$ cat src/rtl/sdr_seq_pkg.sv
package sdr_seq_pkg;

  typedef enum logic [1:0] {
    CMD_NOP = 2'd0,
    CMD_PRE = 2'd1,
    CMD_REF = 2'd2,
    CMD_MRS = 2'd3
  } sdr_cmd_e;

  typedef struct packed {
    logic cs_n;
    logic ras_n;
    logic cas_n;
    logic we_n;
  } sdr_pins_t;

  typedef enum logic [2:0] {
    ST_WAIT = 3'd0,
    ST_IREF = 3'd1,
    ST_MRS  = 3'd2,
    ST_MRSW = 3'd3,
    ST_IDLE = 3'd4,
    ST_PREF = 3'd5
  } seq_st_e;

  function automatic sdr_pins_t cmd_pins(sdr_cmd_e c);
    sdr_pins_t p;
    unique case (c)
      CMD_PRE: p = '{cs_n: 1'b0, ras_n: 1'b0, cas_n: 1'b1, we_n: 1'b0};
      CMD_REF: p = '{cs_n: 1'b0, ras_n: 1'b0, cas_n: 1'b0, we_n: 1'b1};
      CMD_MRS: p = '{cs_n: 1'b0, ras_n: 1'b0, cas_n: 1'b0, we_n: 1'b0};
      default: p = '{cs_n: 1'b0, ras_n: 1'b1, cas_n: 1'b1, we_n: 1'b1};
    endcase
    return p;
  endfunction

endpackage

$ cat src/rtl/sdr_cmd_timer.sv
// Down-counter that blocks the sequencer until the current gap has elapsed.
module sdr_cmd_timer #(
  parameter int            W    = 8,
  parameter logic [W-1:0]  INIT = '0
) (
  input  logic         clk_i,
  input  logic         rst_ni,
  input  logic         load_i,
  input  logic [W-1:0] val_i,
  output logic         zero_o
);

  logic [W-1:0] cnt_q;

  always_ff @(posedge clk_i or negedge rst_ni) begin
    if (!rst_ni)            cnt_q <= INIT;
    else if (load_i)        cnt_q <= val_i;
    else if (cnt_q != '0)   cnt_q <= cnt_q - 1'b1;
  end

  assign zero_o = (cnt_q == '0);

endmodule

$ cat src/rtl/sdr_refi_timer.sv
// Refresh interval counter plus saturating count of owed refreshes.
module sdr_refi_timer #(
  parameter int REFI_CYC = 780,
  parameter int MAX_DEBT = 8
) (
  input  logic clk_i,
  input  logic rst_ni,
  input  logic en_i,
  input  logic done_i,
  output logic req_o
);

  localparam int CW = (REFI_CYC > 1) ? $clog2(REFI_CYC) : 1;
  localparam int DW = $clog2(MAX_DEBT + 1);

  logic [CW-1:0] cnt_q;
  logic [DW-1:0] debt_q;
  logic          tick;

  assign tick = en_i && (cnt_q == CW'(REFI_CYC - 1));

  always_ff @(posedge clk_i or negedge rst_ni) begin
    if (!rst_ni)    cnt_q <= '0;
    else if (tick)  cnt_q <= '0;
    else if (en_i)  cnt_q <= cnt_q + 1'b1;
  end

  always_ff @(posedge clk_i or negedge rst_ni) begin
    if (!rst_ni) begin
      debt_q <= '0;
    end else begin
      unique case ({tick, done_i})
        2'b10:   if (debt_q != DW'(MAX_DEBT)) debt_q <= debt_q + 1'b1;
        2'b01:   if (debt_q != '0)            debt_q <= debt_q - 1'b1;
        default: debt_q <= debt_q;
      endcase
    end
  end

  assign req_o = (debt_q != '0);

endmodule

$ cat src/rtl/sdr_pin_drv.sv
// Registers the command pins so every output comes straight from a flop.
module sdr_pin_drv
  import sdr_seq_pkg::*;
#(
  parameter int ADDR_W = 11,
  parameter int BA_W   = 2,
  parameter int DQM_W  = 4
) (
  input  logic              clk_i,
  input  logic              rst_ni,
  input  sdr_cmd_e          cmd_i,
  input  logic [ADDR_W-1:0] addr_i,
  input  logic [BA_W-1:0]   ba_i,
  input  logic              ready_d_i,
  output logic              cs_n_o,
  output logic              ras_n_o,
  output logic              cas_n_o,
  output logic              we_n_o,
  output logic              cke_o,
  output logic [DQM_W-1:0]  dqm_o,
  output logic [ADDR_W-1:0] addr_o,
  output logic [BA_W-1:0]   ba_o,
  output logic              ready_o
);

  sdr_pins_t pins_d;

  assign pins_d = cmd_pins(cmd_i);

  always_ff @(posedge clk_i or negedge rst_ni) begin
    if (!rst_ni) begin
      cs_n_o  <= 1'b0;
      ras_n_o <= 1'b1;
      cas_n_o <= 1'b1;
      we_n_o  <= 1'b1;
      cke_o   <= 1'b1;
      dqm_o   <= '1;
      addr_o  <= '0;
      ba_o    <= '0;
      ready_o <= 1'b0;
    end else begin
      cs_n_o  <= pins_d.cs_n;
      ras_n_o <= pins_d.ras_n;
      cas_n_o <= pins_d.cas_n;
      we_n_o  <= pins_d.we_n;
      cke_o   <= 1'b1;
      dqm_o   <= {DQM_W{~ready_d_i}};
      addr_o  <= addr_i;
      ba_o    <= ba_i;
      ready_o <= ready_d_i;
    end
  end

endmodule

$ cat src/rtl/sdram_pwrup_refresh.sv
module sdram_pwrup_refresh
  import sdr_seq_pkg::*;
#(
  parameter int                CLK_MHZ   = 50,
  parameter int                WAIT_US   = 200,
  parameter int                REFI_NS   = 15600,
  parameter int                T_RP      = 3,
  parameter int                T_RC      = 10,
  parameter int                T_MRD     = 2,
  parameter int                INIT_REFS = 2,
  parameter int                MAX_DEBT  = 8,
  parameter int                ADDR_W    = 11,
  parameter int                BA_W      = 2,
  parameter int                DQM_W     = 4,
  parameter int                AP_BIT    = 10,
  parameter logic [ADDR_W-1:0] MODE_OP   = 11'h032
) (
  input  logic              clk_i,
  input  logic              rst_ni,
  input  logic              ref_gnt_i,
  output logic              sd_cs_n_o,
  output logic              sd_ras_n_o,
  output logic              sd_cas_n_o,
  output logic              sd_we_n_o,
  output logic              sd_cke_o,
  output logic [DQM_W-1:0]  sd_dqm_o,
  output logic [ADDR_W-1:0] sd_addr_o,
  output logic [BA_W-1:0]   sd_ba_o,
  output logic              ready_o,
  output logic              ref_req_o
);

  localparam int WAIT_CYC = CLK_MHZ * WAIT_US;
  localparam int REFI_CYC = (CLK_MHZ * REFI_NS) / 1000;
  localparam int GAP_MAX  = (T_RC > T_RP) ? ((T_RC > T_MRD) ? T_RC : T_MRD)
                                          : ((T_RP > T_MRD) ? T_RP : T_MRD);
  localparam int TMR_MAX  = (WAIT_CYC > GAP_MAX) ? WAIT_CYC : GAP_MAX;
  localparam int TMR_W    = $clog2(TMR_MAX + 1);
  localparam int IR_W     = $clog2(INIT_REFS + 1);

  seq_st_e           st_q, st_d;
  logic [IR_W-1:0]   irefs_q, irefs_d;
  sdr_cmd_e          cmd_d;
  logic [ADDR_W-1:0] addr_d;
  logic [BA_W-1:0]   ba_d;
  logic              tmr_ld;
  logic [TMR_W-1:0]  tmr_val;
  logic              tmr_zero;
  logic              ready_d;
  logic              ref_done;

  sdr_cmd_timer #(
    .W    (TMR_W),
    .INIT (TMR_W'(WAIT_CYC - 1))
  ) u_gap (
    .clk_i  (clk_i),
    .rst_ni (rst_ni),
    .load_i (tmr_ld),
    .val_i  (tmr_val),
    .zero_o (tmr_zero)
  );

  sdr_refi_timer #(
    .REFI_CYC (REFI_CYC),
    .MAX_DEBT (MAX_DEBT)
  ) u_refi (
    .clk_i  (clk_i),
    .rst_ni (rst_ni),
    .en_i   (ready_o),
    .done_i (ref_done),
    .req_o  (ref_req_o)
  );

  always_comb begin
    st_d     = st_q;
    irefs_d  = irefs_q;
    cmd_d    = CMD_NOP;
    addr_d   = '0;
    ba_d     = '0;
    tmr_ld   = 1'b0;
    tmr_val  = '0;
    ready_d  = ready_o;
    ref_done = 1'b0;
    unique case (st_q)
      ST_WAIT: if (tmr_zero) begin
        cmd_d          = CMD_PRE;
        addr_d[AP_BIT] = 1'b1;
        tmr_ld         = 1'b1;
        tmr_val        = TMR_W'(T_RP - 1);
        st_d           = ST_IREF;
      end
      ST_IREF: if (tmr_zero) begin
        cmd_d   = CMD_REF;
        tmr_ld  = 1'b1;
        tmr_val = TMR_W'(T_RC - 1);
        irefs_d = irefs_q + 1'b1;
        if (irefs_q == IR_W'(INIT_REFS - 1)) st_d = ST_MRS;
      end
      ST_MRS: if (tmr_zero) begin
        cmd_d   = CMD_MRS;
        addr_d  = MODE_OP;
        tmr_ld  = 1'b1;
        tmr_val = TMR_W'(T_MRD - 1);
        st_d    = ST_MRSW;
      end
      ST_MRSW: if (tmr_zero) begin
        ready_d = 1'b1;
        st_d    = ST_IDLE;
      end
      ST_IDLE: if (tmr_zero && ref_req_o && ref_gnt_i) begin
        // close every bank before the refresh
        cmd_d          = CMD_PRE;
        addr_d[AP_BIT] = 1'b1;
        tmr_ld         = 1'b1;
        tmr_val        = TMR_W'(T_RP - 1);
        st_d           = ST_PREF;
      end
      ST_PREF: if (tmr_zero) begin
        cmd_d    = CMD_REF;
        ref_done = 1'b1;
        tmr_ld   = 1'b1;
        tmr_val  = TMR_W'(T_RC - 1);
        st_d     = ST_IDLE;
      end
      default: st_d = ST_WAIT;
    endcase
  end

  always_ff @(posedge clk_i or negedge rst_ni) begin
    if (!rst_ni) begin
      st_q    <= ST_WAIT;
      irefs_q <= '0;
    end else begin
      st_q    <= st_d;
      irefs_q <= irefs_d;
    end
  end

  sdr_pin_drv #(
    .ADDR_W (ADDR_W),
    .BA_W   (BA_W),
    .DQM_W  (DQM_W)
  ) u_drv (
    .clk_i     (clk_i),
    .rst_ni    (rst_ni),
    .cmd_i     (cmd_d),
    .addr_i    (addr_d),
    .ba_i      (ba_d),
    .ready_d_i (ready_d),
    .cs_n_o    (sd_cs_n_o),
    .ras_n_o   (sd_ras_n_o),
    .cas_n_o   (sd_cas_n_o),
    .we_n_o    (sd_we_n_o),
    .cke_o     (sd_cke_o),
    .dqm_o     (sd_dqm_o),
    .addr_o    (sd_addr_o),
    .ba_o      (sd_ba_o),
    .ready_o   (ready_o)
  );

endmodule

$ cat config.mk
export PLATFORM = sky130hd
export DESIGN_NAME = sdram_pwrup_refresh
export DESIGN_NICKNAME = d
export VERILOG_FILES = /design/src/rtl/sdr_seq_pkg.sv /design/src/rtl/sdr_cmd_timer.sv /design/src/rtl/sdr_refi_timer.sv /design/src/rtl/sdr_pin_drv.sv /design/src/rtl/sdram_pwrup_refresh.sv
export SDC_FILE = /design/constraint.sdc
export NUM_CORES = 1
export LEC_CHECK = 0
export BUFFER_PORTS_ARGS = -buffer_cell sky130_fd_sc_hd__buf_4
export CAP_MARGIN = 20
export CORE_UTILIZATION = 45
export CTS_CLUSTER_DIAMETER = 120
export CTS_CLUSTER_SIZE = 16
export DETAILED_ROUTE_END_ITERATION = 6
export MAX_ROUTING_LAYER = met4
export PLACE_DENSITY = 0.61
export SLEW_MARGIN = 15
export SYNTH_ARGS = -nofsm -noshare
export SYNTH_HDL_FRONTEND = slang
export SYNTH_HIERARCHICAL = 1
export SYNTH_SLANG_ARGS = --single-unit
$ cat constraint.sdc
create_clock -name clk_i -period 3.23 [get_ports clk_i]
set_input_delay 0.1615 -clock clk_i [delete_from_list [all_inputs] [get_ports clk_i]]
set_output_delay 0.1615 -clock clk_i [all_outputs]
set_load 0.01 [all_outputs]
# After elaboration in Yosys (flattened, before gate mapping)
# Cells that the tools add are included.
# word_totals
ff_bits	49
in_bits	3
output_inout_bits	24
word_cells	88
# op_classes
reduce_logical	16
n_eq_ne	21
addsub	5
bitwise_logic	1
mux	34
# ops
op	count
$mux W14	2
$mux W10	2
$mux W3	6
$pmux W4 S4	1
$pmux W3 S5	1
$logic_not A14 Y1	1
$reduce_bool A14 Y1	1
$sub A14 B1 Y14 const B	1
$mux W4	3
$mux W6	2
$ne A2 B2 Y1 const B	6
$add A10 B1 Y10 const B	1
$eq A10 B10 Y1 const B	1
$pmux W3 S3	1
$mux W1	8
$mux W2	4
$pmux W2 S4	1
$pmux W4 S2	1
$eq A2 B1 Y1 const B	3
$eq A2 B2 Y1 const B	3
$eq A3 B2 Y1 const B	2
$eq A3 B3 Y1 const B	2
$reduce_and A6 Y1	1
$reduce_bool A2 Y1	3
16 further kinds	20

# Depth between registers and ports, before layout
# logic_depth
word_depth	7
depth_mapped	14
mapped_depth_nobuf	13

# Cells and area by module
# Netlist, hierarchy kept.
# by_module_without_submodules
mod	instances	area_each_um2	cells_per_inst	seq_area_each_um2
sdr_cmd_timer	1	835.8	77	360.3
sdr_refi_timer	1	737.0	69	350.3
sdr_pin_drv	1	515.5	29	455.4
sdram_pwrup_refresh	1	350.3	40	125.1

# Worst setup path before layout
# Ideal clock, no wire load.
# synth_timing
path_kind	reg-to-reg
start	reg u_gap.cnt_q[0]
end	reg u_refi.debt_q[2]
setup_ns	0.124
stages_incl_launch_ff	15
required_ns	3.106
synth_period_minus_slack_ns	2.748
t_arrival_ns	2.624
path_slack_ns	0.482
path_cell_list	dfstp_2 > inv_1 > ha_1 > nor3b_4 > and4_1 > buf_4 > nand2_2 > nor3_1 > inv_1 > nor2_1 > xor2_1 > ha_1 > nor4_1 > o21ai_1 > xnor2_1
# synth_between
elab_chain_cells	6
elab_cells_between_ends	10
classes_between	eq/ne (4); mux (3); reduce/logical (3)
# synth_lines
item	line_no	source
from (decl)	sdr_cmd_timer.sv:13	logic [W-1:0] cnt_q;
from (signal assigned)	sdr_cmd_timer.sv:17	else if (load_i) cnt_q <= val_i;
from (signal assigned)	sdr_cmd_timer.sv:18	else if (cnt_q != '0) cnt_q <= cnt_q - 1'b1;
$logic_not A14 Y1 *	sdr_cmd_timer.sv:21	assign zero_o = (cnt_q == '0);
net tmr_zero	sdram_pwrup_refresh.sv:48	logic tmr_zero;
$mux W1 *	sdram_pwrup_refresh.sv:118	ST_PREF: if (tmr_zero) begin
$mux W1 *	sdram_pwrup_refresh.sv:84	unique case (st_q)
net ref_done	sdram_pwrup_refresh.sv:50	logic ref_done;
$eq A2 B2 Y1 or $eq A2 B1 Y1 (tied branches)	sdr_refi_timer.sv:32	unique case ({tick, done_i})
$ne A2 B1 Y1 (no line) (tied with other cells)	-	
$reduce_and A3 Y1 (no line)	-	
to (signal assigned)	sdr_refi_timer.sv:33	2'b10: if (debt_q != DW'(MAX_DEBT)) debt_q <= debt_q + 1'b1;
to (signal assigned)	sdr_refi_timer.sv:34	2'b01: if (debt_q != '0) debt_q <= debt_q - 1'b1;
to (signal assigned)	sdr_refi_timer.sv:35	default: debt_q <= debt_q;
to (decl)	sdr_refi_timer.sv:17	logic [DW-1:0] debt_q;
# Mark *: on every way through the listed nets, which the timed path passes. The rest lies on a longest branch.
# A chain may end at the register's enable or synchronous reset.

# Worst setup path after layout
# Ends and elaborated chain as after synthesis.

==> impl_metrics.toml <==
[die]
dieArea_sq_mm = 0.00572
io_pins = 27
die_w_microns = 75.6
start_util_pct = 47.1
die_h_microns = 75.6
coreArea_sq_mm = 0.00517
num_rows = 26

[timing]
fin_setup_tns_ns = 0
slew_headroom_pct = 58.3
period_needed_ns = 2.81
period_share_pct = 87.0
fin_skew_ns = 0.00925
setup_viol = 0
final_max_slew_viol_count = 0
worstMarginPinSlew_ns = 0.625
rsz0062_at_grt = "no"
max_freq_mhz = 356
timing.final.hold_violations = 0

[min_path]
hp-start = "ref_gnt_i"
min_path_cells = 3
holdPathEnd = "u_drv/addr_o[10]"
min_path_type = "primary input to register"

[critical_path]
arrival_ns = 2.99
timing.rr.end = "u_refi/debt_q[2]"
r2r_start = "u_gap/cnt_q[0]"
reg2reg_slack_ns = 0.42
cp.required_ns = 3.41
worstRegToRegCells = 13
critPathMaxFanout = 7
setup.worst_path.start_class = "register"
critPathCaptureType = "register"
worst-setup-path-type = "register to register"

[synth]
synth_compound_area_share_pct = 11.6
synthMuxAreaShare_pct = 2.15
ys.flop_type = "dfrtp_1"
syn-cell-area_sq_mm = 0.00244
synthXorXnorAreaFrac_pct = 7.18
ys_ff_latch = 51
syn_inst = 215
synth_top_family_by_area = "simple AND/OR/NAND/NOR gates"
yosysWarnings = 6
synth_fa_ha_area_share_pct = 2.05
synth_edf_count = 0
avgSynthCellArea_sq_um = 11.3
synth_seq_area_share_pct = 53.0
async_flop_share_pct = 100
synthDistinctLibCells = 57
synthSimpleGateAreaFrac_pct = 19.3

[cells_and_area]
final_cell_area_sq_mm = 0.00285
final_common_cell = "dfrtp_1"
layout_common_cells = "dfrtp_1, buf_4, conb_1"
antenna_cells = 0
area_delta_synth_final_pct = 16.7
drive_above_1_share_pct = 23.2
nets = 265
fin_util_pct = 55.0

[clock_network]
cts_tree = "done"
clockRootBuffer = "clkbuf_8"
clk_latency_ns = 0.29
clk_transition_reported_paths_ns = 0.09
clock_path_buffers = 2
cts_buffers = 5
htreeDepth = 2
cts.sink_count = 51

[global_routing]
grt_pass1_wl_mm = 6.94
overflow = 0
grt_pass1_vias = 1558
antenna_found_initial = 0
track_usage_pct = 16.6
grt_max_degree = 52

[drt]
drt_first_iter_violations = 62
wl_per_cell_microns = 12.2
routed_wl_mm = 4.01
ant_nets = 0
vias = 1648
first_pass_iters = 5
drc_errors = 0
viasPerCell = 5.01

[run_status]
status = "completed"

[placed_design]
hpwl_mm = 2.67
routabilityCongestion = 0.752
port_buffers = 24
dpl_cell_area_sq_mm = 0.00273

[power_and_ir_drop]
leakage_nw = 1.28
p_per_area_mw_per_mm2 = 374
power.total_mw = 1.07
ir_drop_uv = 225

[flow_run]
max_cap_viol_count = 0
[critical path, stage by stage (launching register included)]
cell,delay [ns]
dfstp_2,0.39
inv_1,0.09
ha_1,0.19
nor3b_4,0.31
and4_1,0.30
nand2_2,0.14
nor3_2,0.26
inv_1,0.13
nor2_1,0.14
xor2_1,0.08
ha_1,0.19
nor4_1,0.23
o21ai_1,0.12
xnor2_1,0.14
[per-stage QoR]
stage          std cells  hold WS, ns  worst slack, ns
5_1_grt              329        0.253            0.106
4_1_cts              329        0.223            0.284
3_5_place_dp         320        0.235            0.307
6_report             329        0.236            0.420
2_1_floorplan        234       -0.134            0.482
3_3_place_gp         320        0.226            0.417
[state kept, by name (all words and copies together), names as in the netlist]
signal         flops
u_drv/addr_o      11
u_gap/cnt_q       14
u_refi/cnt_q      10
u_drv/cas_n_o      1
u_drv/dqm_o        1
irefs_q            2
u_drv/ba_o         2
u_drv/ras_n_o      1
u_drv/we_n_o       1
u_drv/ready_o      1
u_refi/debt_q      4
st_q               3
[synth_stat cells (2+ instances only)]
cell | number | area share (%)
xor2_1 | 6 | 2.2
mux2i_1 | 3 | 1.2
nor4_2 | 2 | 1.0
o21ai_0 | 2 | 0.41
nor2_1 | 15 | 2.3
nand3b_1 | 2 | 0.62
ha_1 | 4 | 2.1
a211oi_1 | 2 | 0.62
nand4b_1 | 2 | 0.72
o21ai_1 | 2 | 0.41
nand2_1 | 13 | 2.0
inv_1 | 9 | 1.4
dfrtp_1 | 39 | 40
nor2b_1 | 4 | 1.0
nor3_4 | 2 | 1.3
nand3_1 | 4 | 0.82
buf_2 | 2 | 0.41
a21oi_1 | 5 | 1.0
o22ai_1 | 3 | 0.77
xnor2_1 | 14 | 5.0
nand4_1 | 7 | 1.8
a22o_1 | 8 | 2.9
clkbuf_1 | 2 | 0.31
nor4_1 | 2 | 0.51
o21a_1 | 2 | 0.62
dfstp_2 | 12 | 13
conb_1 | 3 | 0.46
nand2b_1 | 4 | 1.0
buf_4 | 7 | 2.2
nor3_1 | 3 | 0.62
o31ai_1 | 4 | 1.2
[timing repair]
item	4_1_cts	5_1_grt
endpoints found under the setup margin	0	1
gates resized for setup	0	1
hold buffers	1	0
setup buffers	0	0
hold endpoints to repair	39	0
[area by class of cell]
class	count	area (sq um)
fill	450	2330
clock buffer	8	100
sequential	51	1290
tap	70	87.6
multi-input combinational	163	1120
inverter	9	33.8
timing repair buffer	28	213
[cells by family (layout without fill, tap and decap cells)]
kind of cell | after synthesis | after routing
compound gates | 38 | 38
simple gates | 74 | 74
flops | 51 | 51
fa+ha+maj | 4 | 4
other cells | 3 | 22
buf+inv | 20 | 45
mux | 5 | 5
xor+xnor | 20 | 20
[layer usage]
layer,part of all wire [%],vias to the layer above,track usage [%]
met4,0.67,0,4.73
met3,2.6,2,4.23
met2,48,23,25.5
met1,49,804,22.0
li1,-,819,-
met5,0,-,-
[worst max-delay path by stage]
stage / start / end / slack (ns) / depth (start not counted)
2_1_floorplan: u_gap/cnt_q[0] / u_refi/debt_q[2] / 0.48 / 14
3_3_place_gp: u_gap/cnt_q[0] / u_refi/debt_q[2] / 0.42 / 13
3_5_place_dp: u_gap/cnt_q[0] / u_refi/debt_q[2] / 0.31 / 13
4_1_cts: u_gap/cnt_q[0] / u_refi/debt_q[2] / 0.28 / 13
5_1_grt: u_gap/cnt_q[0] / u_refi/debt_q[2] / 0.11 / 13
6_report: u_gap/cnt_q[0] / u_refi/debt_q[2] / 0.42 / 13
[where the power goes]
part | switching [mW] | internal (mW) | leakage [nW] | total (mW)
logic | 0.0208 | 0.00922 | 0.603 | 0.0300
registers | 0.00131 | 0.644 | 0.629 | 0.646
clock network | 0.194 | 0.196 | 0.0515 | 0.390
(Power assumes the default switching activity.)
